File: src/rtl/phs_pkg.sv
package phs_pkg;

  // Which pole, if any, currently holds the switch on
  typedef enum logic [1:0] {
    SW_OFF   = 2'd0,
    SW_SOUTH = 2'd1,
    SW_NORTH = 2'd2
  } sw_state_e;

  // Per-pole comparison result
  typedef struct packed {
    logic beyond_op;   // field past the operate threshold of this pole
    logic in_hold;     // field still on the held side of the release threshold
  } pole_cmp_t;

endpackage

File: src/rtl/phs_pole_cmp.sv
module phs_pole_cmp
  import phs_pkg::*;
#(
  parameter int unsigned      W     = 16,
  parameter logic signed [W-1:0] OP_TH = 16'sd37,
  parameter logic signed [W-1:0] RL_TH = 16'sd31,
  parameter bit               NORTH = 1'b0
) (
  input  logic signed [W-1:0] flux_i,
  output pole_cmp_t           cmp_o
);

  generate
    if (NORTH) begin : g_north
      // North pole: more negative means stronger
      always_comb begin
        cmp_o.beyond_op = (flux_i <  OP_TH);
        cmp_o.in_hold   = (flux_i <= RL_TH);
      end
    end else begin : g_south
      always_comb begin
        cmp_o.beyond_op = (flux_i >  OP_TH);
        cmp_o.in_hold   = (flux_i >= RL_TH);
      end
    end
  endgenerate

endmodule

File: src/rtl/phs_state.sv
module phs_state
  import phs_pkg::*;
(
  input  logic      clk_i,
  input  logic      rst_ni,
  input  logic      en_i,
  input  pole_cmp_t south_i,
  input  pole_cmp_t north_i,
  output logic      on_o
);

  sw_state_e state_q;
  sw_state_e state_d;

  // Next-state: remember which pole holds so its own release rule applies
  always_comb begin
    state_d = state_q;
    if (en_i) begin
      unique case (state_q)
        SW_SOUTH: begin
          if (south_i.in_hold)        state_d = SW_SOUTH;
          else if (north_i.beyond_op) state_d = SW_NORTH;
          else                        state_d = SW_OFF;
        end
        SW_NORTH: begin
          if (north_i.in_hold)        state_d = SW_NORTH;
          else if (south_i.beyond_op) state_d = SW_SOUTH;
          else                        state_d = SW_OFF;
        end
        default: begin
          if (south_i.beyond_op)      state_d = SW_SOUTH;
          else if (north_i.beyond_op) state_d = SW_NORTH;
          else                        state_d = SW_OFF;
        end
      endcase
    end
  end

  // Register with asynchronous clear
  always_ff @(posedge clk_i or negedge rst_ni) begin
    if (!rst_ni) begin
      state_q <= SW_OFF;
    end else begin
      state_q <= state_d;
    end
  end

  assign on_o = (state_q != SW_OFF);

endmodule

File: src/rtl/phs_pin_enc.sv
module phs_pin_enc #(
  parameter bit INVERT     = 1'b0,
  parameter bit ACTIVE_LOW = 1'b1
) (
  input  logic on_i,
  output logic pin_o
);

  logic asserted;

  generate
    if (INVERT) begin : g_inv
      assign asserted = ~on_i;
    end else begin : g_norm
      assign asserted = on_i;
    end

    if (ACTIVE_LOW) begin : g_low
      assign pin_o = ~asserted;
    end else begin : g_high
      assign pin_o = asserted;
    end
  endgenerate

endmodule

File: src/rtl/pole_hyst_switch.sv
module pole_hyst_switch
  import phs_pkg::*;
#(
  parameter int unsigned         W          = 16,
  parameter logic signed [W-1:0] S_OP       = 16'sd37,
  parameter logic signed [W-1:0] S_RL       = 16'sd31,
  parameter logic signed [W-1:0] N_OP       = -16'sd40,
  parameter logic signed [W-1:0] N_RL       = -16'sd34,
  parameter bit                  INVERT     = 1'b0,
  parameter bit                  ACTIVE_LOW = 1'b1
) (
  input  logic                clk_i,
  input  logic                rst_ni,
  input  logic                flux_vld_i,
  input  logic signed [W-1:0] flux_i,
  output logic                sw_on_o,
  output logic                sw_pin_o
);

  localparam logic signed [W-1:0] ZERO = '0;

  // Threshold ordering checks at elaboration
  generate
    if (!((S_RL > ZERO) && (S_RL < S_OP))) begin : g_bad_south
      $error("south release threshold must lie between zero and south operate threshold");
    end
    if (!((N_RL < ZERO) && (N_RL > N_OP))) begin : g_bad_north
      $error("north release threshold must lie between zero and north operate threshold");
    end
  endgenerate

  pole_cmp_t south_cmp;
  pole_cmp_t north_cmp;

  phs_pole_cmp #(.W(W), .OP_TH(S_OP), .RL_TH(S_RL), .NORTH(1'b0)) u_south (
    .flux_i (flux_i),
    .cmp_o  (south_cmp)
  );

  phs_pole_cmp #(.W(W), .OP_TH(N_OP), .RL_TH(N_RL), .NORTH(1'b1)) u_north (
    .flux_i (flux_i),
    .cmp_o  (north_cmp)
  );

  phs_state u_state (
    .clk_i   (clk_i),
    .rst_ni  (rst_ni),
    .en_i    (flux_vld_i),
    .south_i (south_cmp),
    .north_i (north_cmp),
    .on_o    (sw_on_o)
  );

  phs_pin_enc #(.INVERT(INVERT), .ACTIVE_LOW(ACTIVE_LOW)) u_enc (
    .on_i  (sw_on_o),
    .pin_o (sw_pin_o)
  );

endmodule

File: config.mk
export PLATFORM = sky130hd
export DESIGN_NAME = pole_hyst_switch
export DESIGN_NICKNAME = d
export VERILOG_FILES = /design/src/rtl/phs_pkg.sv /design/src/rtl/phs_pole_cmp.sv /design/src/rtl/phs_state.sv /design/src/rtl/phs_pin_enc.sv /design/src/rtl/pole_hyst_switch.sv
export SDC_FILE = /design/constraint.sdc
export NUM_CORES = 1
export LEC_CHECK = 0
export BUFFER_PORTS_ARGS = -buffer_cell sky130_fd_sc_hd__buf_4
export CAP_MARGIN = 20
export CORE_AREA = 2 2 39 41
export CTS_BUF_LIST = sky130_fd_sc_hd__clkbuf_8
export DETAILED_ROUTE_END_ITERATION = 10
export DIE_AREA = 0 0 41 43
export PLACE_DENSITY = 0.51
export SLEW_MARGIN = 5
export SYNTH_ARGS = -nofsm -noshare
export SYNTH_HDL_FRONTEND = slang
export SYNTH_SLANG_ARGS = --single-unit
File: constraint.sdc
create_clock -name clk_i -period 1.72 [get_ports clk_i]
set_clock_uncertainty 0.2 [all_clocks]
set_input_delay 0.258 -clock clk_i [delete_from_list [all_inputs] [get_ports clk_i]]
set_output_delay 0.258 -clock clk_i [all_outputs]
set_load 0.01 [all_outputs]
### Word level (Yosys, flattened, before mapping)

Index checks and enable logic that the tools add are counted.

| word-level totals | value |
|---|---|
| bits in registers | 2 |
| latch bits | 0 |
| memory bits (writable) | 0 |
| bits in read-only memories | 0 |
| bits of input ports | 19 |
| output and inout port bits | 2 |
| logic and storage cells | 15 |
| memories | 0 |

| operators by class | value |
|---|---|
| $add $sub $neg | 0 |
| multiply operators | 0 |
| divide/modulo/power cells | 0 |
| $lt $le $gt $ge | 4 |
| equality and inequality tests | 2 |
| shift operators | 0 |
| multiplexer cells | 6 |
| bitwise logic cells | 1 |
| reduce and logical (&&, ||, !) cells | 1 |

Operators with widths:

| operator | count |
|---|---|
| $ge 16x6->1 const B | 1 |
| $gt 16x7->1 const B | 1 |
| $le 16x7->1 const B | 1 |
| $lt 16x7->1 const B | 1 |
| $mux 2 | 4 |
| $pmux 2 s2 | 1 |
| $eq 2x1->1 const B | 1 |
| $eq 2x2->1 const B | 1 |
| $reduce_bool 2->1 | 1 |
| $mux 1 | 1 |
| $not 1->1 | 1 |

### Depth between registers and ports, before layout

Gate-level depths: netlist of the first run.

| logic depth | value |
|---|---|
| word-level depth | 4 |
| mapped depth | 6 |
| gate-level depth less buffers | 6 |

### Hierarchy

A second synthesis of the first run with hierarchy kept.

| unflattened totals | value |
|---|---|
| cell total of the unflattened synthesis | 38 |
| area total of the unflattened synthesis | 287.8 µm² |

By module, submodules not included:

| module | instances | cells an instance | area an instance (µm²) | seq. area each (µm²) |
|---|---|---|---|---|
| phs_state | 1 | 20 | 170.2 | 50.0 |
| phs_pole_cmp at u_south | 1 | 8 | 60.1 | 0.0 |
| phs_pole_cmp at u_north | 1 | 9 | 53.8 | 0.0 |
| phs_pin_enc | 1 | 1 | 3.8 | 0.0 |

### Worst setup path after synthesis of the first run

Ideal clock, no wire load.

| timing | value |
|---|---|
| kind | reg2reg |
| start point | register u_state.state_q[0] |
| end point | register u_state.state_q[0] |
| setup time | 101 ps |
| data arrival time | 1,217 ps |
| setup slack | 202 ps |
| stages on the path, launching flop included | 7 |
| period minus slack after synthesis | 1,518 ps |
| cells stage by stage | dfrtp_1 > inv_1 > ha_1 > nor2b_1 > o31ai_1 > a21oi_1 > o32ai_1 |

| between the ends | value |
|---|---|
| word-level cells in the longest chain between the ends | 2 |
| elaborated cells between the ends (all ways) | 3 |
| classes of those cells | eq/ne: 2; mux: 1 |

RTL lines:

| what | RTL line | source |
|---|---|---|
| start, declared | phs_state.sv:12 | `sw_state_e state_q;` |
| start signal, assigned | phs_state.sv:44 | `state_q <= state_d;` |
| $eq 2x2->1 / $eq 2x1->1 (equally long branches) | phs_state.sv:19 | `unique case (state_q)` |
| $pmux 2 s2 (*) | phs_state.sv:19 |  |

Mark *: on every way between the ends. The rest lies on a longest branch, timed or not.
A chain may end at the register's enable or synchronous reset.

### Worst setup path after layout of the first run

Ends and elaborated chain as after synthesis.

==> summary.md, run 1 <==
| Metric | Value |
|---|---|
| Status | `finished, final reports clean` |
| Yosys cell types | `20` |
| Max Fclk | `624 MHz` |
| Leakage | `0.229 nW` |
| Endpoints failing setup | `0` |
| Seq/Total Area, Yosys | `19.4%` |
| Final period util | `93.1%` |
| N_diodes | `0` |
| Total number of vias | `353` |
| GRT overflow | `0` |
| Int Pwr | `0.296 mW` |
| Starting Density | `18.6%` |
| Core area | `0.00138 mm²` |
| Yosys warns | `0` |
| Clock network fraction of design power | `44.3%` |
| # fillers | `162` |
| Synth Register Bits | `2` |
| Crit Path Category | `flip-flop to flip-flop` |
| Clk slew on worst S/H paths | `0.03 ns` |
| Cell row count | `14` |
| Vias in the first global route | `331` |
| Leading area contributor after synthesis | `dfrtp_1` |
| Hold crit path type | `primary input to flip-flop` |
| Initial antenna violation count | `0` |
| Register area | `50.0 µm²` |
| Max reg flops | `2` |
| Top cell type's share of synthesized area | `19.4%` |
| Part of the power in registers | `15.7%` |
| # port buffers | `20` |
| DP Worst Slack | `0.105 ns` |
| Routed Antenna Nets | `0` |
| Final hold violations | `0` |
| Worst endpoint required time | `1.63 ns` |
| Startpoint types | `flip-flop` |
| Top cells by area, synth | `dfrtp_1, ha_1, o32ai_1` |
| Area delta synth->final | `92.7%` |
| Sw power | `0.119 mW` |
| Power share of the combinational group | `40.0%` |
| I/O pins | `21` |
| Syn Area/Cell | `7.36 µm²` |
| First-pass GRT wire length | `1.22 mm` |
| CTS sink count | `2` |
| Pin count of the biggest net entering global routing | `6` |
| Initial DRC count | `7` |
| R2R cell count | `6` |
| Cells after synthesis | `35` |
| Total GRT Usage | `10.1%` |
| Peak VDD IR | `0.462 mV` |
| Fraction of layout cells with a size suffix above 1 | `44.1%` |
| RSZ-0062 raised after global routing | `no` |
| WP data arrival | `1.51 ns` |
| Die H | `43 µm` |
| Fin crit period | `1.60 ns` |
| Hold path depth | `2` |
| RD Place Congestion | `0.744` |
| Crit Path Max Fanout | `4` |
| Deepest clock path buffer count | `2` |
| Maxcap violations | `0` |
| DR vias/cell | `4.71` |
| Die area | `0.00176 mm²` |
| Critical path endpoint category | `flip-flop` |
| Largest Register | `u_state.state_q` |
| Regs by FF count | `u_state.state_q: 2 flops` |
| DRC Markers | `0` |
| Pre-antenna DRT Iters | `2` |
| Setup TNS | `0 ns` |
| CTS Buf Count | `3` |
| Nets | `83` |
| Drt total wl | `731 µm` |
| Clk_lat worst skew | `0.21 ns` |
| Worst slew pin tran | `0.265 ns` |
| Headroom to the max-slew limit | `82.2%` |
| CTS root buf | `clkbuf_8` |
| Post-synth EDFFs | `0` |
| H-tree levels | `1` |
| DP Wirelength | `635 µm` |
| Multi-input gate area | `210 µm²` |
| CTS tree | `built` |
| Switching share of power | `28.7%` |
| Wire per inst | `9.75 µm` |
| PD cells | `834 mW/mm²` |
| Final WS setup | `0.118 ns` |
| Final Slew Violations | `0` |
| Die X | `41 µm` |
| Syn Nets | `57` |
| Synth async-reset ratio | `100%` |
| Postcts setup bufs | `0` |
| Top_reg_cell synth | `dfrtp_1` |
| Mapped Area | `258 µm²` |
[layout make-up]
| type | instances | area share (%) |
|---|---|---|
| flip-flops and latches | 2 | 10.1 |
| clock buffers | 3 | 8.31 |
| well taps | 16 | 4.03 |
| inverters | 4 | 3.02 |
| multi-input cells | 29 | 42.3 |
| repair buffers | 21 | 32.2 |
[power by group through the flow]
stage | registers [mW] | logic (mW) | clock network, mW
after floorplan | 0.0643 | 0.0827 | 0
final | 0.0652 | 0.166 | 0.183
after detailed placement | 0.0661 | 0.149 | 0
after global routing | 0.0675 | 0.188 | 0.196
after CTS | 0.0656 | 0.152 | 0.191
after global placement | 0.0657 | 0.149 | 0
[cell usage after synthesis, types with 2 or more instances]
master   instances
inv_1            4
nor4_1           2
o31ai_1          2
dfrtp_1          2
o32ai_1          2
nand2_1          3
nand3_1          3
nor2_1           3
ha_1             3
[logic make-up after synthesis]
family	synth area share (%)
adder cells (fa/ha/maj)	14.6
AO/OA/AOI/OAI	22.8
buffers and inverters	5.82
flip-flops	19.4
AND/OR/NAND/NOR	37.4
[final timing paths]
path,slack (ns),from,to
setup reg to reg,0.12,u_state.state_q[0],u_state.state_q[0]
setup / recovery,0.12,u_state.state_q[0],u_state.state_q[0]
max in group asynchronous,1.06,rst_ni,u_state.state_q[1]
min in group asynchronous,0.17,rst_ni,u_state.state_q[0]
hold / removal,0.08,flux_i[15],u_state.state_q[0]
hold reg to reg,0.35,u_state.state_q[1],u_state.state_q[1]
[layout by cell type, fill, tap and decap left out, types with 2 or more instances in the layout]
master,instances
clkbuf_8,3
o32ai_1,2
nand2_1,3
ha_1,2
buf_4,20
nand3_1,3
inv_1,4
dfrtp_1,2
nor2_1,3
nor4_1,2
[critical path, stage by stage (launching register included)]
cell	delay, ns
dfrtp_1	0.36
inv_1	0.09
ha_4	0.28
nand3b_1	0.11
o31ai_2	0.28
a21oi_1	0.07
o32ai_1	0.12
[what timing repair did]
item	in CTS	in global routing
hold buffers	1	0
setup endpoints to repair	0	1
endpoints found under the hold margin	2	0
resized for setup	0	2
[through the flow]
| stage | total power, mW | util, % | area (µm²) | hold slack (ns) | std cells |
|---|---|---|---|---|---|
| global placement | 0.214 | 30.9 | 428 | -0.156 | 71 |
| finish | 0.414 | 35.9 | 497 | 0.0841 | 75 |
| detailed placement | 0.215 | 30.9 | 428 | -0.156 | 71 |
| CTS | 0.408 | 34.6 | 479 | 0.0775 | 75 |
| global route | 0.451 | 35.9 | 497 | 0.106 | 75 |
| floorplan | 0.147 | - | 258 | -0.238 | 35 |
[routing by layer]
layer	wire length, µm	share of wire (%)	global-route usage (%)	up-vias
met5	0	0	0	-
met4	0	0	6.00	0
met3	48	6.6	3.14	0
met2	402	55	15.3	12
met1	280	38	11.8	158
li1	-	-	-	183
(Power assumes the default switching activity.)
==> run 2: changes to the inputs <==
CELL_PAD_IN_SITES_DETAIL_PLACEMENT = 1   (was unset)
CELL_PAD_IN_SITES_GLOBAL_PLACEMENT = 2   (was unset)
CORE_AREA = unset   (was 2 2 39 41)
CORE_UTILIZATION = 18   (was unset)
DIE_AREA = unset   (was 0 0 41 43)
PLACE_DENSITY = 0.83   (was 0.51)
==> summary.md, run 2 (synthesis results as in run 1) <==
| Metric | Value |
|---|---|
| Pwr Total | `0.418 mW (was 0.414 mW)` |
| DP Wirelength | `706 µm (was 635 µm)` |
| Max reg flops | `2 (unchanged)` |
| PD cells | `852 mW/mm² (was 834 mW/mm²)` |
| Area delta synth->final | `90.3% (was 92.7%)` |
| Peak VDD IR | `0.292 mV (was 0.462 mV)` |
| Clk slew on worst S/H paths | `0.03 ns (about the same)` |
| Deepest clock path buffer count | `2 (unchanged)` |
| # port buffers | `20 (unchanged)` |
| Leakage | `0.228 nW (was 0.229 nW)` |
| Status | `finished, final reports clean (unchanged)` |
| Worst slew pin tran | `0.276 ns (was 0.265 ns)` |
| First-pass GRT wire length | `1.30 mm (was 1.22 mm)` |
| Die X | `39.8 µm (was 41 µm)` |
| Crit Path Max Fanout | `4 (unchanged)` |
| Wire per inst | `11.2 µm (was 9.75 µm)` |
| Critical path endpoint category | `flip-flop (unchanged)` |
| Total number of vias | `357 (was 353)` |
| Startpoint types | `flip-flop (unchanged)` |
| CTS Buf Count | `3 (unchanged)` |
| Cell row count | `13 (was 14)` |
| Final period util | `92.5% (was 93.1%)` |
| Pin count of the biggest net entering global routing | `6 (unchanged)` |
| Commonest non-fill, non-tap cell in the layout | `buf_4 (unchanged)` |
| Maxcap violations | `0 (unchanged)` |
| Vias in the first global route | `320 (was 331)` |
| CP max stage delay | `0.38 ns (was 0.36 ns)` |
| CTS sink count | `2 (unchanged)` |
| Hold crit path type | `primary input to flip-flop (unchanged)` |
| Regs by FF count | `u_state.state_q: 2 flops (unchanged)` |
| Crit-path cells | `inv_1 -> ha_4 -> nor2b_1 -> o31ai_1 -> a21oi_1 -> o32ai_1 (was inv_1 -> ha_4 -> nand3b_1 -> o31ai_2 -> a21oi_1 -> o32ai_1)` |
| Nets | `83 (unchanged)` |
| Largest Register | `u_state.state_q (unchanged)` |
| RD Place Congestion | `0.749 (was 0.744)` |
| DP Worst Slack | `0.0525 ns (was 0.105 ns)` |
| Postcts setup bufs | `0 (unchanged)` |
| DR vias/cell | `4.82 (was 4.71)` |
| I/O pins | `21 (unchanged)` |
| Fin util | `37.2% (was 35.9%)` |
| Clk_lat worst skew | `0.21 ns (about the same)` |
| Headroom to the max-slew limit | `81.4% (was 82.2%)` |
| Final hold violations | `0 (unchanged)` |
| GRT overflow | `0 (unchanged)` |
| Die area | `0.00159 mm² (was 0.00176 mm²)` |
| Pre-antenna DRT Iters | `3 (was 2)` |
| DRC Markers | `0 (unchanged)` |
| Fraction of layout cells with a size suffix above 1 | `42.4% (was 44.1%)` |
| CTS root buf | `clkbuf_8 (unchanged)` |
| Endpoints failing setup | `0 (unchanged)` |
| Crit Path Category | `flip-flop to flip-flop (unchanged)` |
| Starting Density | `19.6% (was 18.6%)` |
| Setup TNS | `0 ns (unchanged)` |
| WHS | `0.0817 ns (was 0.0841 ns)` |
| Core area | `0.00132 mm² (was 0.00138 mm²)` |
| WP data arrival | `1.50 ns (was 1.51 ns)` |
| Worst endpoint required time | `1.63 ns (about the same)` |
| Die H | `39.8 µm (was 43 µm)` |
| Total GRT Usage | `13.0% (was 10.1%)` |
| RSZ-0062 raised after global routing | `no (unchanged)` |
| Fin crit period | `1.59 ns (was 1.60 ns)` |
| Final WS setup | `0.129 ns (was 0.118 ns)` |
| Initial DRC count | `8 (was 7)` |
| Crit-path slowest cell | `dfrtp_1 (unchanged)` |
| Max Fclk | `629 MHz (was 624 MHz)` |
| CTS tree | `built (unchanged)` |
| H-tree levels | `1 (unchanged)` |
| N_diodes | `0 (unchanged)` |
| Routed Antenna Nets | `0 (unchanged)` |
| Most frequent cells in the layout | `buf_4, inv_1 (unchanged)` |
| Initial antenna violation count | `0 (unchanged)` |
| Drt total wl | `826 µm (was 731 µm)` |
| Final Slew Violations | `0 (unchanged)` |
run 2: per-layer routing:
layer  vias up  global-route usage [%]  wire [µm]
met5         -                       0          0
met4         0                    7.76          0
met3         0                    5.11         48
met2        15                    16.0        361
met1       159                    18.1        416
li1        183                       -          -
run 2: repair_timing:
item                       CTS  global route
setup endpoints to repair    0             1
hold endpoints to repair     2             0
gates resized for setup      0             1
hold buffers                 1             0
run 2: critical path: cells and delay by family, from the launching register on:
kind	cells	cell delay, ns
DFF	1	0.38
buffers and inverters	1	0.13
AOI/OAI and AO/OA	3	0.42
adders and majority gates	1	0.23
and+or+nand+nor	1	0.13
run 2: worst paths after layout:
kind	startpoint	to	slack [ns]	cells after the start
setup / recovery	u_state.state_q[0]	u_state.state_q[0]	0.13	6
hold / removal	flux_i[15]	u_state.state_q[0]	0.08	2
setup reg to reg	u_state.state_q[0]	u_state.state_q[0]	0.13	6
hold reg to reg	u_state.state_q[0]	u_state.state_q[0]	0.37	2
max in group asynchronous	rst_ni	u_state.state_q[1]	1.06	2
min in group asynchronous	rst_ni	u_state.state_q[0]	0.17	2
run 2: through the flow:
stage	instances	area, µm²
floorplan	35	258
finish	74	490
CTS	74	478
global route	74	490
detailed placement	70	427
global placement	70	427
run 2: power breakdown:
group | internal [mW] | switching [mW] | total, mW | leakage (nW)
clock | 0.148 | 0.0367 | 0.185 | 0.0216
sequential | 0.0576 | 0.00839 | 0.0660 | 0.0229
combinational | 0.0904 | 0.0768 | 0.167 | 0.183
total | 0.296 | 0.122 | 0.418 | 0.228
run 2: final cells by class:
cell class	instances	area, µm²
inverters	4	15.0
clock buffers	3	41.3
multi-input cells	29	205
flip-flops and latches	2	50.0
well taps	15	18.8
repair buffers	21	160
fillers	164	827
==> run 3: changes to the inputs <==
CORE_UTILIZATION = 19   (was 18)
PLACE_DENSITY = 0.82   (was 0.83)
SYNTH_HIERARCHICAL = 1   (was unset)
==> summary.md, run 3 <==
| Metric | Value |
|---|---|
| Maxcap violations | `0 (unchanged)` |
| Vias in the first global route | `366 (was 320)` |
| Critical path endpoint category | `flip-flop (unchanged)` |
| CTS sink count | `2 (unchanged)` |
| RSZ-0062 raised after global routing | `yes (was no)` |
| Die area | `0.00167 mm² (was 0.00159 mm²)` |
| Crit-path cells | `buf_6 -> or4_4 -> nor4_4 -> a21oi_2 -> nand3b_1 -> a221oi_2 (was inv_1 -> ha_4 -> nor2b_1 -> o31ai_1 -> a21oi_1 -> o32ai_1)` |
| Fin crit period | `1.76 ns (was 1.59 ns)` |
| DP Wirelength | `790 µm (was 706 µm)` |
| Fraction of layout cells with a size suffix above 1 | `52.3% (was 42.4%)` |
| Mapped Area | `288 µm² (was 258 µm²)` |
| Final hold violations | `0 (unchanged)` |
| Drt total wl | `1.02 mm (was 826 µm)` |
| Leakage | `0.267 nW (was 0.228 nW)` |
| Routed Antenna Nets | `0 (unchanged)` |
| Worst slew pin tran | `0.239 ns (was 0.276 ns)` |
| CTS tree | `built (unchanged)` |
| Final WS setup | `-0.0382 ns (was 0.129 ns)` |
| Endpoints failing setup | `1 (was 0)` |
| Regs by FF count | `u_state/state_q: 2 flops (was u_state.state_q: 2 flops)` |
| Pre-antenna DRT Iters | `2 (was 3)` |
| Yosys warns | `6 (was 0)` |
| Failing checks | `negative setup slack` |
| Worst r2r src | `u_state/state_q[0] (was u_state.state_q[0])` |
| Startpoint types | `primary input (was flip-flop)` |
| N_diodes | `0 (unchanged)` |
| Commonest non-fill, non-tap cell in the layout | `buf_4 (unchanged)` |
| Final Slew Violations | `0 (unchanged)` |
| First-pass GRT wire length | `1.48 mm (was 1.30 mm)` |
| Cells after synthesis | `38 (was 35)` |
| Nets | `89 (was 83)` |
| Peak VDD IR | `0.402 mV (was 0.292 mV)` |
| Headroom to the max-slew limit | `83.9% (was 81.4%)` |
| # port buffers | `20 (unchanged)` |
| CTS root buf | `clkbuf_8 (unchanged)` |
| Status | `finished with violations (was finished, final reports clean)` |
| Die H | `40.9 µm (was 39.8 µm)` |
| Synth async-reset ratio | `100% (unchanged)` |
| R2r endpoint | `u_state/state_q[0] (was u_state.state_q[0])` |
| Top cell type's share of synthesized area | `17.4% (was 19.4%)` |
| Worst hold start | `flux_vld_i (was flux_i[15])` |
| Pin count of the biggest net entering global routing | `6 (unchanged)` |
| Clk slew on worst S/H paths | `0.03 ns (about the same)` |
| DR vias/cell | `4.88 (was 4.82)` |
| R2r setup slk | `0.25 ns (was 0.13 ns)` |
| Initial antenna violation count | `0 (unchanged)` |
| Yosys cell types | `24 (was 20)` |
| Initial DRC count | `1 (was 8)` |
| DP Worst Slack | `-0.282 ns (was 0.0525 ns)` |
| CTS Buf Count | `3 (unchanged)` |
| Cell row count | `13 (unchanged)` |
| Syn Nets | `60 (was 57)` |
| Post-synth EDFFs | `0 (unchanged)` |
| Max Fclk | `569 MHz (was 629 MHz)` |
| PD cells | `1060 mW/mm² (was 852 mW/mm²)` |
| Largest Register | `u_state/state_q (was u_state.state_q)` |
| Top_reg_cell synth | `dfrtp_1 (unchanged)` |
| Seq/Total Area, Yosys | `17.4% (was 19.4%)` |
| Post-DP Area | `492 µm² (was 427 µm²)` |
| Most frequent cell after synthesis | `inv_1 (unchanged)` |
| Wire per inst | `12.8 µm (was 11.2 µm)` |
| Leading area contributor after synthesis | `dfrtp_1 (unchanged)` |
| R2R cell count | `5 (was 6)` |
| Total number of vias | `390 (was 357)` |
| WP data arrival | `1.67 ns (was 1.50 ns)` |
| Crit Path Max Fanout | `2 (was 4)` |
| Critical path startpoint | `flux_i[12] (was u_state.state_q[0])` |
| Worst endpoint required time | `1.63 ns (about the same)` |
| Starting Density | `21.3% (was 19.6%)` |
| RD Place Congestion | `0.721 (was 0.749)` |
| Cell area after layout | `564 µm² (was 490 µm²)` |
| Synth cell count leaders | `inv_1, a21oi_1, ha_1 (was inv_1, ha_1, nand2_1, nand3_1, nor2_1)` |
| Pwr Total | `0.597 mW (was 0.418 mW)` |
| DRC Markers | `0 (unchanged)` |
| Area delta synth->final | `96.1% (was 90.3%)` |
| Deepest clock path buffer count | `2 (unchanged)` |
| Synth Register Bits | `2 (unchanged)` |
| Hold crit path type | `primary input to flip-flop (unchanged)` |
| I/O pins | `21 (unchanged)` |
| # fillers | `175 (was 164)` |
| Top cells by area, synth | `dfrtp_1, ha_1, inv_1 (was dfrtp_1, ha_1, o32ai_1)` |
| Crit Path Category | `primary input to flip-flop (was flip-flop to flip-flop)` |
| Die X | `40.9 µm (was 39.8 µm)` |
| Syn Area/Cell | `7.57 µm² (was 7.36 µm²)` |
| Core area | `0.00135 mm² (was 0.00132 mm²)` |
| CP max stage delay | `0.53 ns (was 0.38 ns)` |
| H-tree levels | `1 (unchanged)` |
| Crit-path slowest cell | `or4_4 (was dfrtp_1)` |
| Total GRT Usage | `13.3% (was 13.0%)` |
| Most frequent cells in the layout | `buf_4, inv_1, clkbuf_8, a21oi_1, ha_1 (was buf_4, inv_1)` |
| GRT overflow | `0 (unchanged)` |
| Final period util | `102% (was 92.5%)` |
| Max reg flops | `2 (unchanged)` |
| Setup crit end | `u_state/state_q[1] (was u_state.state_q[0])` |
| Clk_lat worst skew | `0.21 ns (about the same)` |
## run 3: worst min-delay path by stage
stage	endpoint	slack [ns]	cells after the start
after CTS	u_state/state_q[1]	0.07	2
after global placement	u_state/state_q[0]	-0.16	1
after global routing	u_state/state_q[1]	0.08	2
after detailed placement	u_state/state_q[1]	-0.16	1
final	u_state/state_q[1]	0.07	2
after floorplan	u_state/state_q[0]	-0.24	0
## run 3: cell type report
type | instances | area (µm²) | share of cell area, %
Multi-Input combinational cell | 30 | 241 | 42.8
Timing Repair Buffer | 24 | 190 | 33.7
Sequential cell | 2 | 50.0 | 8.87
Clock buffer | 3 | 41.3 | 7.32
Inverter | 6 | 22.5 | 3.99
Tap cell | 15 | 18.8 | 3.33
## run 3: kinds of logic (layout without fill, tap and decap cells)
family	after synthesis	after routing	share of synthesized area, %
AO/OA/AOI/OAI	14	14	33.0
adder cells (fa/ha/maj)	3	3	13.0
buffers and inverters	6	33	7.83
flip-flops	2	2	17.4
AND/OR/NAND/NOR	13	13	28.7
## run 3: worst max-delay path, delay by kind of cell
family,cells,cell delay (ns)
AOI/OAI and AO/OA,2,0.35
buffers and inverters,1,0.09
and+or+nand+nor,3,0.98
## run 3: timing repair
| action | CTS | global route |
|---|---|---|
| endpoints found under the setup margin | 2 | 2 |
| cloned | 0 | 0 |
| hold buffers | 1 | 0 |
| pin swaps | 4 | 2 |
| hold endpoints to repair | 2 | 0 |
| buffers inserted | 0 | 0 |
| resized for setup | 4 | 1 |
## run 3: metrics by stage
stage               std cells  hold WS (ns)  util (%)  setup TNS, ns
floorplan                  38        -0.238         -         -0.126
detailed placement         76        -0.156      36.4         -0.500
finish                     80        0.0709      41.8        -0.0382
global placement           76        -0.158      36.4         -0.471
CTS                        80        0.0687      41.5         -0.111
global route               80        0.0776      41.8         -0.140
## run 3: where the power goes
part           switching [mW]  total (mW)  internal, mW
logic                   0.161       0.326         0.165
registers              0.0188      0.0901        0.0713
clock network          0.0331       0.181         0.148
## run 3: layer usage
| layer | vias up | routed length (µm) | share of wire, % | track usage, % |
|---|---|---|---|---|
| met2 | 12 | 514 | 50 | 23.8 |
| met3 | 0 | 63 | 6.2 | 4.89 |
| met4 | 0 | 0 | 0 | 0 |
| met1 | 180 | 446 | 44 | 15.8 |
| met5 | - | 0 | 0 | 0 |
| li1 | 198 | - | - | - |
